## config.mk

```make
export PLATFORM = sky130hd
export DESIGN_NAME = oc_timer_chan
export DESIGN_NICKNAME = d
export VERILOG_FILES = /design/src/rtl/oc_timer_pkg.sv /design/src/rtl/oc_timer_rst_sync.sv /design/src/rtl/oc_timer_regs.sv /design/src/rtl/oc_timer_counter.sv /design/src/rtl/oc_timer_compare.sv /design/src/rtl/oc_timer_flags.sv /design/src/rtl/oc_timer_chan.sv
export SDC_FILE = /design/constraint.sdc
export NUM_CORES = 1
export LEC_CHECK = 0
export ABC_AREA = 0
export BUFFER_PORTS_ARGS = -buffer_cell sky130_fd_sc_hd__buf_2
export CORE_ASPECT_RATIO = 1.5
export CORE_MARGIN = 2
export CORE_UTILIZATION = 34
export DETAILED_ROUTE_END_ITERATION = 6
export GPL_TIMING_DRIVEN = 0
export HOLD_SLACK_MARGIN = 0.06
export MAX_ROUTING_LAYER = met4
export PLACE_DENSITY_LB_ADDON = 0.12
export SLEW_MARGIN = 20
export SYNTH_ARGS = -nofsm -noshare
export SYNTH_HDL_FRONTEND = slang
export SYNTH_HIERARCHICAL = 1
export SYNTH_SLANG_ARGS = --single-unit
```

## constraint.sdc

```tcl
create_clock -name clk -period 0.9 [get_ports clk]
set_input_delay 0.09 -clock clk [delete_from_list [all_inputs] [get_ports clk]]
set_output_delay 0.09 -clock clk [all_outputs]
set_load 0.02 [all_outputs]
```

## src/rtl/oc_timer_pkg.sv

```systemverilog
package oc_timer_pkg;

  typedef enum logic [1:0] {
    ACT_NONE   = 2'd0,
    ACT_TOGGLE = 2'd1,
    ACT_CLEAR  = 2'd2,
    ACT_SET    = 2'd3
  } cmp_act_e;

  typedef struct packed {
    logic     pwm_lo;
    logic     pwm_en;
    cmp_act_e act;
  } chan_ctrl_t;

  localparam logic [1:0] ADDR_MOD  = 2'd0;
  localparam logic [1:0] ADDR_CMP  = 2'd1;
  localparam logic [1:0] ADDR_CTRL = 2'd2;
  localparam logic [1:0] ADDR_CLR  = 2'd3;

  localparam int NUM_FLAGS = 2;
  localparam int FLAG_CMP  = 0;
  localparam int FLAG_OVF  = 1;

endpackage

```

## src/rtl/oc_timer_rst_sync.sv

```systemverilog
module oc_timer_rst_sync #(
  parameter int STAGES = 2
) (
  input  logic clk,
  input  logic rst_n,
  output logic rst_n_sync
);
  logic [STAGES-1:0] sync_q;

  always_ff @(posedge clk or negedge rst_n) begin
    if (!rst_n) sync_q <= '0;
    else        sync_q <= {sync_q[STAGES-2:0], 1'b1};
  end

  assign rst_n_sync = sync_q[STAGES-1];
endmodule

```

## src/rtl/oc_timer_regs.sv

```systemverilog
module oc_timer_regs
  import oc_timer_pkg::*;
#(
  parameter int CNT_W = 8
) (
  input  logic                 clk,
  input  logic                 rst_n,
  input  logic                 wr_en,
  input  logic [1:0]           wr_addr,
  input  logic [CNT_W-1:0]     wr_data,
  output logic [CNT_W-1:0]     modulo,
  output logic [CNT_W-1:0]     cmp_val,
  output chan_ctrl_t           ctrl,
  output logic [NUM_FLAGS-1:0] clr_mask
);
  localparam int CTRL_W = $bits(chan_ctrl_t);

  logic [CNT_W-1:0] mod_q, mod_d;
  logic [CNT_W-1:0] cmp_q, cmp_d;
  chan_ctrl_t       ctrl_q, ctrl_d;

  always_comb begin
    mod_d    = mod_q;
    cmp_d    = cmp_q;
    ctrl_d   = ctrl_q;
    clr_mask = '0;
    if (wr_en) begin
      unique case (wr_addr)
        ADDR_MOD:  mod_d    = wr_data;
        ADDR_CMP:  cmp_d    = wr_data;
        ADDR_CTRL: ctrl_d   = chan_ctrl_t'(wr_data[CTRL_W-1:0]);
        ADDR_CLR:  clr_mask = wr_data[NUM_FLAGS-1:0];
        default:   ;
      endcase
    end
  end

  always_ff @(posedge clk or negedge rst_n) begin
    if (!rst_n) begin
      mod_q  <= '1;
      cmp_q  <= '0;
      ctrl_q <= '0;
    end else if (wr_en) begin
      mod_q  <= mod_d;
      cmp_q  <= cmp_d;
      ctrl_q <= ctrl_d;
    end
  end

  assign modulo  = mod_q;
  assign cmp_val = cmp_q;
  assign ctrl    = ctrl_q;

  // a compare write is visible on the very next clock
  a_r7_cmp_immediate: assert property (@(posedge clk) disable iff (!rst_n)
    wr_en && wr_addr == ADDR_CMP |=> cmp_q == $past(wr_data));
endmodule

```

## src/rtl/oc_timer_counter.sv

```systemverilog
module oc_timer_counter #(
  parameter int CNT_W = 8
) (
  input  logic             clk,
  input  logic             rst_n,
  input  logic             tick,
  input  logic [CNT_W-1:0] modulo,
  output logic [CNT_W-1:0] cnt,
  output logic             ovf_evt
);
  logic [CNT_W-1:0] cnt_q, cnt_d;
  logic             at_top;

  always_comb begin
    at_top  = (cnt_q >= modulo);
    ovf_evt = tick && at_top;
    cnt_d   = cnt_q;
    if (tick) cnt_d = at_top ? '0 : cnt_q + 1'b1;
  end

  always_ff @(posedge clk or negedge rst_n) begin
    if (!rst_n)    cnt_q <= '0;
    else if (tick) cnt_q <= cnt_d;
  end

  assign cnt = cnt_q;

  // wrap to zero at the top of the period
  a_r2_wrap: assert property (@(posedge clk) disable iff (!rst_n)
    tick && cnt_q >= modulo |=> cnt_q == '0);
  // single step below the top
  a_r2_step: assert property (@(posedge clk) disable iff (!rst_n)
    tick && cnt_q < modulo |=> cnt_q == $past(cnt_q) + 1'b1);
  // frozen without a tick
  a_r3_hold: assert property (@(posedge clk) disable iff (!rst_n)
    !tick |=> $stable(cnt_q));
endmodule

```

## src/rtl/oc_timer_compare.sv

```systemverilog
module oc_timer_compare
  import oc_timer_pkg::*;
#(
  parameter int CNT_W = 8
) (
  input  logic             clk,
  input  logic             rst_n,
  input  logic             tick,
  input  logic [CNT_W-1:0] cnt,
  input  logic [CNT_W-1:0] cmp_val,
  input  logic [CNT_W-1:0] modulo,
  input  chan_ctrl_t       ctrl,
  input  logic             ovf_evt,
  output logic             cmp_evt,
  output logic             pin
);
  logic     pin_q, pin_d;
  cmp_act_e act_sel;

  always_comb begin
    cmp_evt = tick && (cnt == cmp_val) && (cmp_val <= modulo);
    if (ctrl.pwm_en) act_sel = ctrl.pwm_lo ? ACT_SET : ACT_CLEAR;
    else             act_sel = ctrl.act;
    pin_d = pin_q;
    if (cmp_evt) begin
      unique case (act_sel)
        ACT_TOGGLE: pin_d = ~pin_q;
        ACT_CLEAR:  pin_d = 1'b0;
        ACT_SET:    pin_d = 1'b1;
        default:    pin_d = pin_q;
      endcase
    end
    if (ctrl.pwm_en && ovf_evt) pin_d = ~ctrl.pwm_lo;
  end

  always_ff @(posedge clk or negedge rst_n) begin
    if (!rst_n)    pin_q <= 1'b0;
    else if (tick) pin_q <= pin_d;
  end

  assign pin = pin_q;

  // overflow drives the active level and wins ties
  a_r10_ovf_level: assert property (@(posedge clk) disable iff (!rst_n)
    ctrl.pwm_en && ovf_evt |=> pin_q == ~$past(ctrl.pwm_lo));
  // pin frozen without a tick
  a_r3_pin_hold: assert property (@(posedge clk) disable iff (!rst_n)
    !tick |=> $stable(pin_q));
  // no compare action leaves the pin alone in normal mode
  a_r4_none: assert property (@(posedge clk) disable iff (!rst_n)
    !ctrl.pwm_en && ctrl.act == ACT_NONE |=> $stable(pin_q));
endmodule

```

## src/rtl/oc_timer_flags.sv

```systemverilog
module oc_timer_flags
  import oc_timer_pkg::*;
(
  input  logic                 clk,
  input  logic                 rst_n,
  input  logic [NUM_FLAGS-1:0] evt,
  input  logic [NUM_FLAGS-1:0] clr_mask,
  output logic [NUM_FLAGS-1:0] flags
);
  logic [NUM_FLAGS-1:0] flg_q, flg_d;

  for (genvar i = 0; i < NUM_FLAGS; i++) begin : g_flag
    always_comb flg_d[i] = evt[i] | (flg_q[i] & ~clr_mask[i]);

    always_ff @(posedge clk or negedge rst_n) begin
      if (!rst_n) flg_q[i] <= 1'b0;
      else        flg_q[i] <= flg_d[i];
    end

    // an event always leaves its flag set
    a_r5_set: assert property (@(posedge clk) disable iff (!rst_n)
      evt[i] |=> flg_q[i]);
    // a flag only drops on a write-one clear
    a_r6_sticky: assert property (@(posedge clk) disable iff (!rst_n)
      flg_q[i] && !clr_mask[i] |=> flg_q[i]);
  end

  assign flags = flg_q;
endmodule

```

## src/rtl/oc_timer_chan.sv

```systemverilog
module oc_timer_chan
  import oc_timer_pkg::*;
#(
  parameter int CNT_W = 8
) (
  input  logic             clk,
  input  logic             rst_n,
  input  logic             tick_en,
  input  logic             wr_en,
  input  logic [1:0]       wr_addr,
  input  logic [CNT_W-1:0] wr_data,
  output logic [CNT_W-1:0] cnt_o,
  output logic             pin_o,
  output logic             cmp_flag_o,
  output logic             ovf_flag_o
);
  logic                 rst_n_s;
  logic [CNT_W-1:0]     modulo, cmp_val, cnt;
  chan_ctrl_t           ctrl;
  logic [NUM_FLAGS-1:0] clr_mask, evt, flags;
  logic                 ovf_evt, cmp_evt;

  oc_timer_rst_sync #(.STAGES(2)) u_rst (
    .clk(clk), .rst_n(rst_n), .rst_n_sync(rst_n_s));

  oc_timer_regs #(.CNT_W(CNT_W)) u_regs (
    .clk(clk), .rst_n(rst_n_s), .wr_en(wr_en), .wr_addr(wr_addr),
    .wr_data(wr_data), .modulo(modulo), .cmp_val(cmp_val),
    .ctrl(ctrl), .clr_mask(clr_mask));

  oc_timer_counter #(.CNT_W(CNT_W)) u_cnt (
    .clk(clk), .rst_n(rst_n_s), .tick(tick_en), .modulo(modulo),
    .cnt(cnt), .ovf_evt(ovf_evt));

  oc_timer_compare #(.CNT_W(CNT_W)) u_cmp (
    .clk(clk), .rst_n(rst_n_s), .tick(tick_en), .cnt(cnt),
    .cmp_val(cmp_val), .modulo(modulo), .ctrl(ctrl),
    .ovf_evt(ovf_evt), .cmp_evt(cmp_evt), .pin(pin_o));

  always_comb begin
    evt           = '0;
    evt[FLAG_CMP] = cmp_evt;
    evt[FLAG_OVF] = ovf_evt;
  end

  oc_timer_flags u_flags (
    .clk(clk), .rst_n(rst_n_s), .evt(evt), .clr_mask(clr_mask),
    .flags(flags));

  assign cnt_o      = cnt;
  assign cmp_flag_o = flags[FLAG_CMP];
  assign ovf_flag_o = flags[FLAG_OVF];

  // everything idle straight out of reset
  a_r1_reset_idle: assert property (@(posedge clk)
    !rst_n_s |=> cnt_o == '0 && !pin_o && !cmp_flag_o && !ovf_flag_o);
endmodule

```

# After elaboration in Yosys (flattened, before gate mapping)
# Index checks and enable logic that the tools add are counted.
dict set report word_totals {
  input_bits 14
  out_inout_bits 11
  ff_bits 33
}
dict set report op_classes {
  addsub 1
  magnitude_cmp 2
  muxes 8
  reduce_logical 11
  n_eq_ne 7
  bitwise 8
}
# op count
set ops {}
lappend ops {{adder 8 x 1 -> 8 bit, second input constant} 1}
lappend ops {{== test 2 bit, second input constant} 4}
lappend ops {{== test 8 bit} 1}
lappend ops {{>= comparator 8 bit} 1}
lappend ops {{<= comparator 8 bit} 1}
lappend ops {{two-way mux 8 bit} 1}
lappend ops {{two-way mux 2 bit} 3}
lappend ops {{AND reduction 2 bit} 3}
lappend ops {{== test 2 x 1 -> 1 bit, second input constant} 2}
lappend ops {{logical AND 1 bit} 4}
lappend ops {{NOT 1 bit} 4}
lappend ops {{nonzero test 4 bit} 1}
lappend ops {{two-way mux 1 bit} 3}
lappend ops {{one-hot mux 1 bit (3 select lines)} 1}
lappend ops {{AND reduction 3 bit} 1}
lappend ops {{bitwise AND 1 bit} 2}
lappend ops {{zero test 2 bit} 1}
lappend ops {{bitwise OR 1 bit} 2}
lappend ops {{nonzero test 2 bit} 1}

# Depth between registers and ports, before layout
# Gate-level depths: netlist (run 1).
dict set report logic_depth {
  ltp_word 6
  ltp_mapped 9
  mapped_depth_nobuf 9
}

# Cells and area by module
# The synthesis (run 1) kept the hierarchy.
# mod cells_per_inst area_each_um2 instances
set by_module_without_submodules {}
lappend by_module_without_submodules {oc_timer_regs 45 793.3 1}
lappend by_module_without_submodules {oc_timer_counter 70 596.8 1}
lappend by_module_without_submodules {oc_timer_compare 49 385.4 1}
lappend by_module_without_submodules {oc_timer_flags 6 72.6 1}
lappend by_module_without_submodules {oc_timer_rst_sync 3 53.8 1}

# Least setup slack after synthesis (run 1)
# No wires, ideal clock.
dict set report synth_timing {
  kind {register to register}
  start {register u_regs.mod_q[2], in the netlist u_regs/modulo[2]}
  end {register u_cmp.pin_q, in the netlist u_cmp/pin}
  arrival_ns 2.147
  path_buffers 0
  required_time_ns 0.821
  setup_slack_ns -1.326
  setup_time_ns 0.079
  path_stages_with_launch 10
  cell_sequence {dfstp_2 -> inv_1 -> ha_1 -> a211oi_1 -> o21ai_1 -> a211oi_4 -> nor2b_1 -> and2_1 -> o21ai_1 -> mux2i_1}
}
dict set report synth_between {
  elab_chain_len 5
  word_cells_on_any_way 9
  classes_between {order compare: 2; mux: 1; reduce/logical: 6}
}
# item line
set synth_rtl {}
lappend synth_rtl {{from (decl)} oc_timer_regs.sv:18} ;# logic [CNT_W-1:0] mod_q, mod_d;
lappend synth_rtl {{from (signal assigned)} oc_timer_regs.sv:44} ;# mod_q <= mod_d;
lappend synth_rtl {{>= comparator 8 bit (*)} oc_timer_counter.sv:15} ;# at_top = (cnt_q >= modulo);
lappend synth_rtl {{logical AND 1 bit (*)} oc_timer_counter.sv:16} ;# ovf_evt = tick && at_top;
lappend synth_rtl {{named net ovf_evt} oc_timer_chan.sv:21} ;# logic ovf_evt, cmp_evt;
lappend synth_rtl {{logical AND 1 bit (*)} oc_timer_compare.sv:33} ;# if (ctrl.pwm_en && ovf_evt) pin_d = ~ctrl.pwm_lo;
lappend synth_rtl {{nonzero test 4 bit (no line) or nonzero test 2 bit (tied branches)} --}
lappend synth_rtl {{AND reduction 3 bit (no line)} --}
lappend synth_rtl {{to (signal assigned)} oc_timer_compare.sv:38} ;# else if (tick) pin_q <= pin_d;
lappend synth_rtl {{to (decl)} oc_timer_compare.sv:17} ;# logic pin_q, pin_d;
# The timed path passes the listed nets; every way through them passes the cells marked *.
# A chain may end at the register's enable or synchronous reset.

# Worst setup path after layout (run 1)
dict set report layout_timing {
  start {register u_regs.mod_q[7], in the netlist u_regs/modulo[7]}
  end {register u_cmp.pin_q, in the netlist u_cmp/pin}
}
# Same word-level chain as after synthesis.

==> results of run 1 <==
area by class of cell:
class                   count  area, um2
plain buffers               1      3.754
clock buffers               7      86.33
flip-flops and latches     33      849.6
multi-input cells         116       1156
inverters                  23      86.33
repair buffers             38      320.3
well taps                  70      87.58
fillers                   538       2830
clock inverters             1      30.03
where the power goes:
group | internal [mW] | switching, mW | total [mW]
Combinational | 1.36 | 1.21 | 2.57
Sequential | 1.88 | 0.499 | 2.38
Clock | 0.902 | 0.503 | 1.40
Total | 4.15 | 2.21 | 6.36
worst max path at each step:
stage                                 from         to  slack, ns  depth (start not counted)
after floorplan           u_regs/modulo[2]  u_cmp/pin      -1.20                          9
after global placement    u_regs/modulo[2]  u_cmp/pin      -1.45                          9
after detailed placement  u_regs/modulo[2]  u_cmp/pin      -1.45                          9
after CTS                 u_regs/modulo[2]  u_cmp/pin      -1.20                          9
after global routing      u_regs/modulo[2]  u_cmp/pin      -1.23                          9
final                     u_regs/modulo[7]  u_cmp/pin      -1.11                          9
registers in the layout, indices dropped and copies added (netlist names):
signal,flops
u_cnt/cnt,8
u_flags/flags,2
u_cmp/pin,1
u_regs/ctrl,4
u_rst/sync_q,2
u_regs/cmp_val,8
u_regs/modulo,8
layout by cell type, fill, tap and decap left out, types with 7 or more instances in the layout:
master    n
dfrtp_2   8
mux2_2   20
nor2_1    7
ha_4      7
buf_2    13
dfrtp_1  16
dfstp_2   8
buf_6    12
xor2_1    9
buf_4     8
ha_1      9
inv_1    18
stage by stage:
step	std cells	power, mW	worst slack (ns)
3_3_place_gp	267	4.033	-1.449
5_1_grt	289	6.817	-1.230
3_5_place_dp	267	4.131	-1.453
4_1_cts	284	5.937	-1.199
6_report	289	6.360	-1.107
2_1_floorplan	173	3.534	-1.203
metal layers:
metal | share of wire | routed length (um) | GRT usage
met3 | 0.027 | 114 | 0.02834
met2 | 0.54 | 2338 | 0.2973
met4 | 0.021 | 90 | 0.05903
met1 | 0.41 | 1747 | 0.1628
met5 | 0 | 0 | -
what timing repair did:
| item | in CTS | in global routing |
|---|---|---|
| endpoints found under the setup margin | 22 | 38 |
| hold buffers | 4 | 0 |
| gates resized for setup | 30 | 40 |
| pin swaps | 4 | 13 |
| setup buffers | 6 | 6 |
| hold endpoints to repair | 7 | 0 |
cell usage after synthesis, types with 4 or more instances:
master,instances,area (um2)
a21oi_1,4,20.02
dfrtp_1,25,625.6
dfstp_2,8,210.2
ha_1,17,212.7
inv_1,23,86.33
mux2_2,20,225.2
nand3_1,6,30.03
nand4_1,5,31.28
nor2_1,11,41.29
o21ai_0,5,25.02
xor2_1,9,78.83
kinds of logic after synthesis:
logic type	count (synthesis)	share of synthesized area
and+or+nand+nor	40	0.1270
DFF	33	0.4395
buffers and inverters	24	0.04737
AOI/OAI and AO/OA	23	0.08289
muxes	23	0.1342
adders and majority gates	17	0.1118
xor gates and xnor gates	12	0.05527
other	1	0.001972
critical path, delay by kind of cell, from the launching register on:
family / cells / cell delay (ns)
AND/OR/NAND/NOR: 4 / 0.41
buffers and inverters: 1 / 0.05
multiplexers: 1 / 0.19
adder cells (fa/ha/maj): 1 / 0.30
AO/OA/AOI/OAI: 2 / 0.42
flip-flops: 1 / 0.55
==> results by group, run 1 <==
Drt
  – Drt first-iter violations: 50
  – TritonRoute pass-1 iters: 4
  – WL final: about 4300 um
  – Final antenna-violating net count: 0
  – Wire length per cell: around 15 um
  – Routed vias: 1435
  – Via density: 4.965
  – Residual DRC count: 0

STA
  – Sum Neg Setup Slack: -11.34 ns
  – Skew final: 0.004977 ns
  – Hold Fails Final Rpt: 0
  – Unrepaired setup endpoints after global routing: yes
  – Worst hold margin: ~0.067 ns
  – Final Critical Period: 2.007 ns
  – Tcrit/Tclk final: 2.230
  – Final setup viols: 19
  – Max frequency: approximately 0.5 GHz
  – Setup ws final: -1.107 ns
  – Final Max Tran Viols: 0

Synthesis
  – #FFs+latches synth: 33
  – Syn_nets: 204
  – Cell Area, Synth: around 1900 um2
  – Syn Area/Cell: 10.99 um2
  – Cells after synthesis: about 170
  – YS warnings: 6
  – Ys flop type: dfrtp_1
  – Sequential-to-total area share from yosys stat: 0.4395
  – Post-synth cell types: 35
  – Post-synth ARST share: 1.000
  – Post-synth EDFFs: 0

Clock tree
  – Clk_lat worst skew: 0.28 ns
  – CTS sink cnt: 33
  – H-tree levels: 2
  – CTS Buf Count: 5
  – CTS tree: done
  – Root Buffer: clkbuf_8
  – CTS clk-pin slew, worst paths: approximately 0.06 ns
  – Longest Clk Path Bufs: 2

Setup path
  – Critical path's slowest cell: dfstp_2
  – CP Data Required Time: ~1.1 ns
  – Worst Reg-to-Reg Cells: 9
  – Max incr delay on CP: between 0.5 and 0.6 ns
  – CP Max Fanout: 4
  – Crit-path cells: inv_1 -> ha_1 -> nand4_1 -> nor2_1 -> a211oi_4 -> nor2b_4 -> and2_4 -> o21ai_2 -> mux2i_1
  – Crit path DAT: about 2.2 ns
  – Reg2Reg Setup Slack: -1.11 ns
  – Worst Setup Start Kind: register
  – Worst R2R End: u_cmp/pin
  – Setup CP Type: register to register
  – Crit end category: register
  – Worst r2r src: u_regs/modulo[7]

Min path
  – WHS Path Cells: 2
  – Min-Delay Endpoint: u_regs/modulo[6]
  – Worst hold start: wr_data[6]
  – Worst hold-check path type: input port to register

Finish
  – Layout area overhead: 37.76%
  – Final net count: between 200 and 250
  – Post-route cell area: around 2600 um2
  – Ant. Diodes: 0
  – Final core utilization: 0.4807
  – Layout cell share with drive strength beyond 1: 0.5342

Placement
  – Detail Placement HPWL: just over 3000 um
  – Port bufs: 24
  – Placed Area: 2120 um2
  – GP Congestion: 0.8572

Floorplanning
  – Die height: roughly 96 um
  – Core region area: roughly 5500 um2
  – Cell Rows: 33
  – DIE AREA: 6220 um2
  – Die width: between 60 and 70 um
  – Initial Util: 0.3489
  – I/O pin cnt: 25

Pwr
  – PwrDens: between 2000 and 2500 nW/um2
  – Worst ir drop on vdd: approximately 1.5 mV
  – Pleak: approximately 1.2 nW

Run status
  – Failing checks: setup timing
  – Status: finished with violations

Global route
  – Vias in the first global route: 1627
  – Overall global routing resource usage: 0.1584
  – Largest net degree at the start of global routing: 32
  – Grt ovf: 0
  – Initial antenna violation count: 0
  – First-pass GRT wire length: ~7300 um

Flow run
  – MaxCap Viol Count: 0
No activity file was read; power rests on OpenSTA's default activity.
==> run 2: changes to the inputs <==
--- a/config.mk
+++ b/config.mk
@@ -9,7 +9,7 @@
 export BUFFER_PORTS_ARGS = -buffer_cell sky130_fd_sc_hd__buf_2
 export CORE_ASPECT_RATIO = 1.5
 export CORE_MARGIN = 2
-export CORE_UTILIZATION = 34
+export CORE_UTILIZATION = 28
 export DETAILED_ROUTE_END_ITERATION = 6
 export GPL_TIMING_DRIVEN = 0
 export HOLD_SLACK_MARGIN = 0.06
==> results by group, run 2 (synthesis results as in run 1) <==
Finish
  – Layout cell share with drive strength beyond 1: 0.5112 (was 0.5342)
  – Final net count: 253 (was 249)
  – Final core utilization: 0.3973 (was 0.4807)
  – Most frequent cells in the layout: inv_1, mux2_2, dfrtp_1 (was mux2_2, inv_1, dfrtp_1)
  – Ant. Diodes: 0 (unchanged)
  – Post-route cell area: 2595 um2 (was 2620 um2)
  – Final Non-Filler Cells: 299 (was 289)
  – Layout area overhead: 36.45% (was 37.76%)

Pwr
  – Pleak: 1.181 nW (was 1.179 nW)
  – Worst ir drop on vdd: 1.056 mV (was 1.501 mV)
  – PwrDens: 2336 nW/um2 (was 2427 nW/um2)

Global route
  – Overall global routing resource usage: 0.1287 (was 0.1584)
  – Vias in the first global route: 1465 (was 1627)
  – First-pass GRT wire length: 7210 um (was 7251 um)
  – Largest net degree at the start of global routing: 32 (unchanged)
  – Grt ovf: 0 (unchanged)
  – Initial antenna violation count: 0 (unchanged)

Drt
  – Routed met3 length: 114 um (unchanged)
  – Top layer in use: met4 (unchanged)
  – TritonRoute pass-1 iters: 4 (unchanged)
  – Via density: 4.779 (was 4.965)
  – WL final: 4423 um (was 4292 um)
  – WL met2: 2424 um (was 2338 um)
  – Residual DRC count: 0 (unchanged)
  – Drt first-iter violations: 47 (was 50)
  – Routed vias: 1429 (was 1435)
  – M1 wire length: 1829 um (was 1747 um)
  – Wire length per cell: 14.79 um (was 14.85 um)
  – Final antenna-violating net count: 0 (unchanged)

Clock tree
  – CTS Buf Count: 5 (unchanged)
  – H-tree levels: 2 (unchanged)
  – CTS sink cnt: 33 (unchanged)
  – Root Buffer: clkbuf_8 (unchanged)
  – CTS clk-pin slew, worst paths: 0.07 ns (was 0.06 ns)
  – CTS tree: done (unchanged)
  – Longest Clk Path Bufs: 2 (unchanged)
  – Clk_lat worst skew: 0.28 ns (about the same)

Floorplanning
  – Core region area: 6531 um2 (was 5450 um2)
  – DIE AREA: 7481 um2 (was 6220 um2)
  – Die height: 104.9 um (was 95.60 um)
  – Cell Rows: 36 (was 33)
  – Initial Util: 0.2912 (was 0.3489)
  – I/O pin cnt: 25 (unchanged)
  – Die width: 71.29 um (was 65.07 um)

Min path
  – Worst hold start: wr_data[5] (was wr_data[6])
  – Min-Delay Endpoint: u_regs/modulo[5] (was u_regs/modulo[6])
  – WHS Path Cells: 2 (unchanged)
  – Worst hold-check path type: input port to register (unchanged)

STA
  – Skew final: 0.006375 ns (was 0.004977 ns)
  – Unrepaired setup endpoints after global routing: yes (unchanged)
  – Max frequency: 0.4809 GHz (was 0.4983 GHz)
  – Hold Fails Final Rpt: 0 (unchanged)
  – Final Critical Period: 2.079 ns (was 2.007 ns)
  – Final setup viols: 20 (was 19)
  – Final Max Tran Viols: 0 (unchanged)
  – Setup ws final: -1.179 ns (was -1.107 ns)
  – Tcrit/Tclk final: 2.310 (was 2.230)
  – Worst hold margin: 0.06541 ns (was 0.06725 ns)

Run status
  – Status: finished with violations (unchanged)
  – Failing checks: setup timing (unchanged)

Setup path
  – Setup CP Type: register to register (unchanged)
  – Worst r2r src: u_regs/modulo[2] (was u_regs/modulo[7])
  – Max incr delay on CP: 0.55 ns (about the same)
  – Worst path most repeated cell: o21ai_2
  – Reg2Reg Setup Slack: -1.18 ns (was -1.11 ns)
  – Worst Setup Start Kind: register (unchanged)
  – CP Data Required Time: 1.11 ns (was 1.10 ns)
  – Crit-path cells: inv_2 -> ha_4 -> a211oi_2 -> o21ai_2 -> a211oi_4 -> nor2b_4 -> and2_4 -> o21ai_2 -> mux2i_1 (was inv_1 -> ha_1 -> nand4_1 -> nor2_1 -> a211oi_4 -> nor2b_4 -> and2_4 -> o21ai_2 -> mux2i_1)
  – Crit path DAT: 2.29 ns (was 2.21 ns)
  – CP Max Fanout: 4 (unchanged)
  – Worst R2R End: u_cmp/pin (unchanged)
  – Worst Reg-to-Reg Cells: 9 (unchanged)
  – Crit end category: register (unchanged)
  – Critical path's slowest cell: dfstp_2 (unchanged)

Placement
  – Place WS: -1.516 ns (was -1.453 ns)
  – Number of cells after detailed placement: 273 (was 267)
  – Detail Placement HPWL: 3152 um (was 3119 um)
  – GP Congestion: 0.7635 (was 0.8572)
  – Placed Area: 2127 um2 (was 2120 um2)
  – Port bufs: 24 (unchanged)

Flow run
  – MaxCap Viol Count: 0 (unchanged)
-- run 2: per-layer routing --
metal	up-vias	global-route usage
li1	699	-
met1	701	0.1460
met2	23	0.2183
met3	6	0.02797
met4	0	0.04852
met5	-	-
-- run 2: critical path, delay by kind of cell (launching register included) --
family,cells,cell delay (ns)
AOI/OAI and AO/OA,4,0.76
DFF,1,0.55
and+or+nand+nor,2,0.25
adders and majority gates,1,0.21
muxes,1,0.20
buffers and inverters,1,0.05
-- run 2: final cells by class --
class,instances,area [um2]
fillers,636,3936
flip-flops and latches,33,849.6
plain buffers,1,3.754
inverters,23,86.33
well taps,76,95.09
repair buffers,42,354.1
clock buffers,7,96.34
clock inverters,1,5.005
multi-input cells,116,1105
-- run 2: stage by stage --
step | power, mW | setup TNS, ns
6_report | 6.063 | -11.57
5_1_grt | 6.538 | -12.97
4_1_cts | 5.747 | -11.97
3_5_place_dp | 4.122 | -15.92
3_3_place_gp | 4.100 | -15.75
2_1_floorplan | 3.534 | -9.363
-- run 2: worst max-delay path by stage --
stage,startpoint,to,slack [ns],cells after the start
detailed placement,u_regs/modulo[2],u_cmp/pin,-1.52,9
floorplan,u_regs/modulo[2],u_cmp/pin,-1.20,9
global placement,u_regs/modulo[2],u_cmp/pin,-1.52,9
global route,u_regs/modulo[5],u_cmp/pin,-1.28,9
finish,u_regs/modulo[2],u_cmp/pin,-1.18,9
CTS,u_regs/modulo[2],u_cmp/pin,-1.19,9
-- run 2: power breakdown --
group,internal (mW),switching [mW]
clock,0.692,0.563
sequential,1.88,0.472
combinational,1.32,1.13
-- run 2: what timing repair did --
item | CTS | global route
buffers inserted | 4 | 11
hold buffers | 4 | 0
pin swaps | 3 | 12
setup endpoints to repair | 22 | 53
resized for setup | 32 | 24
endpoints found under the hold margin | 8 | 0
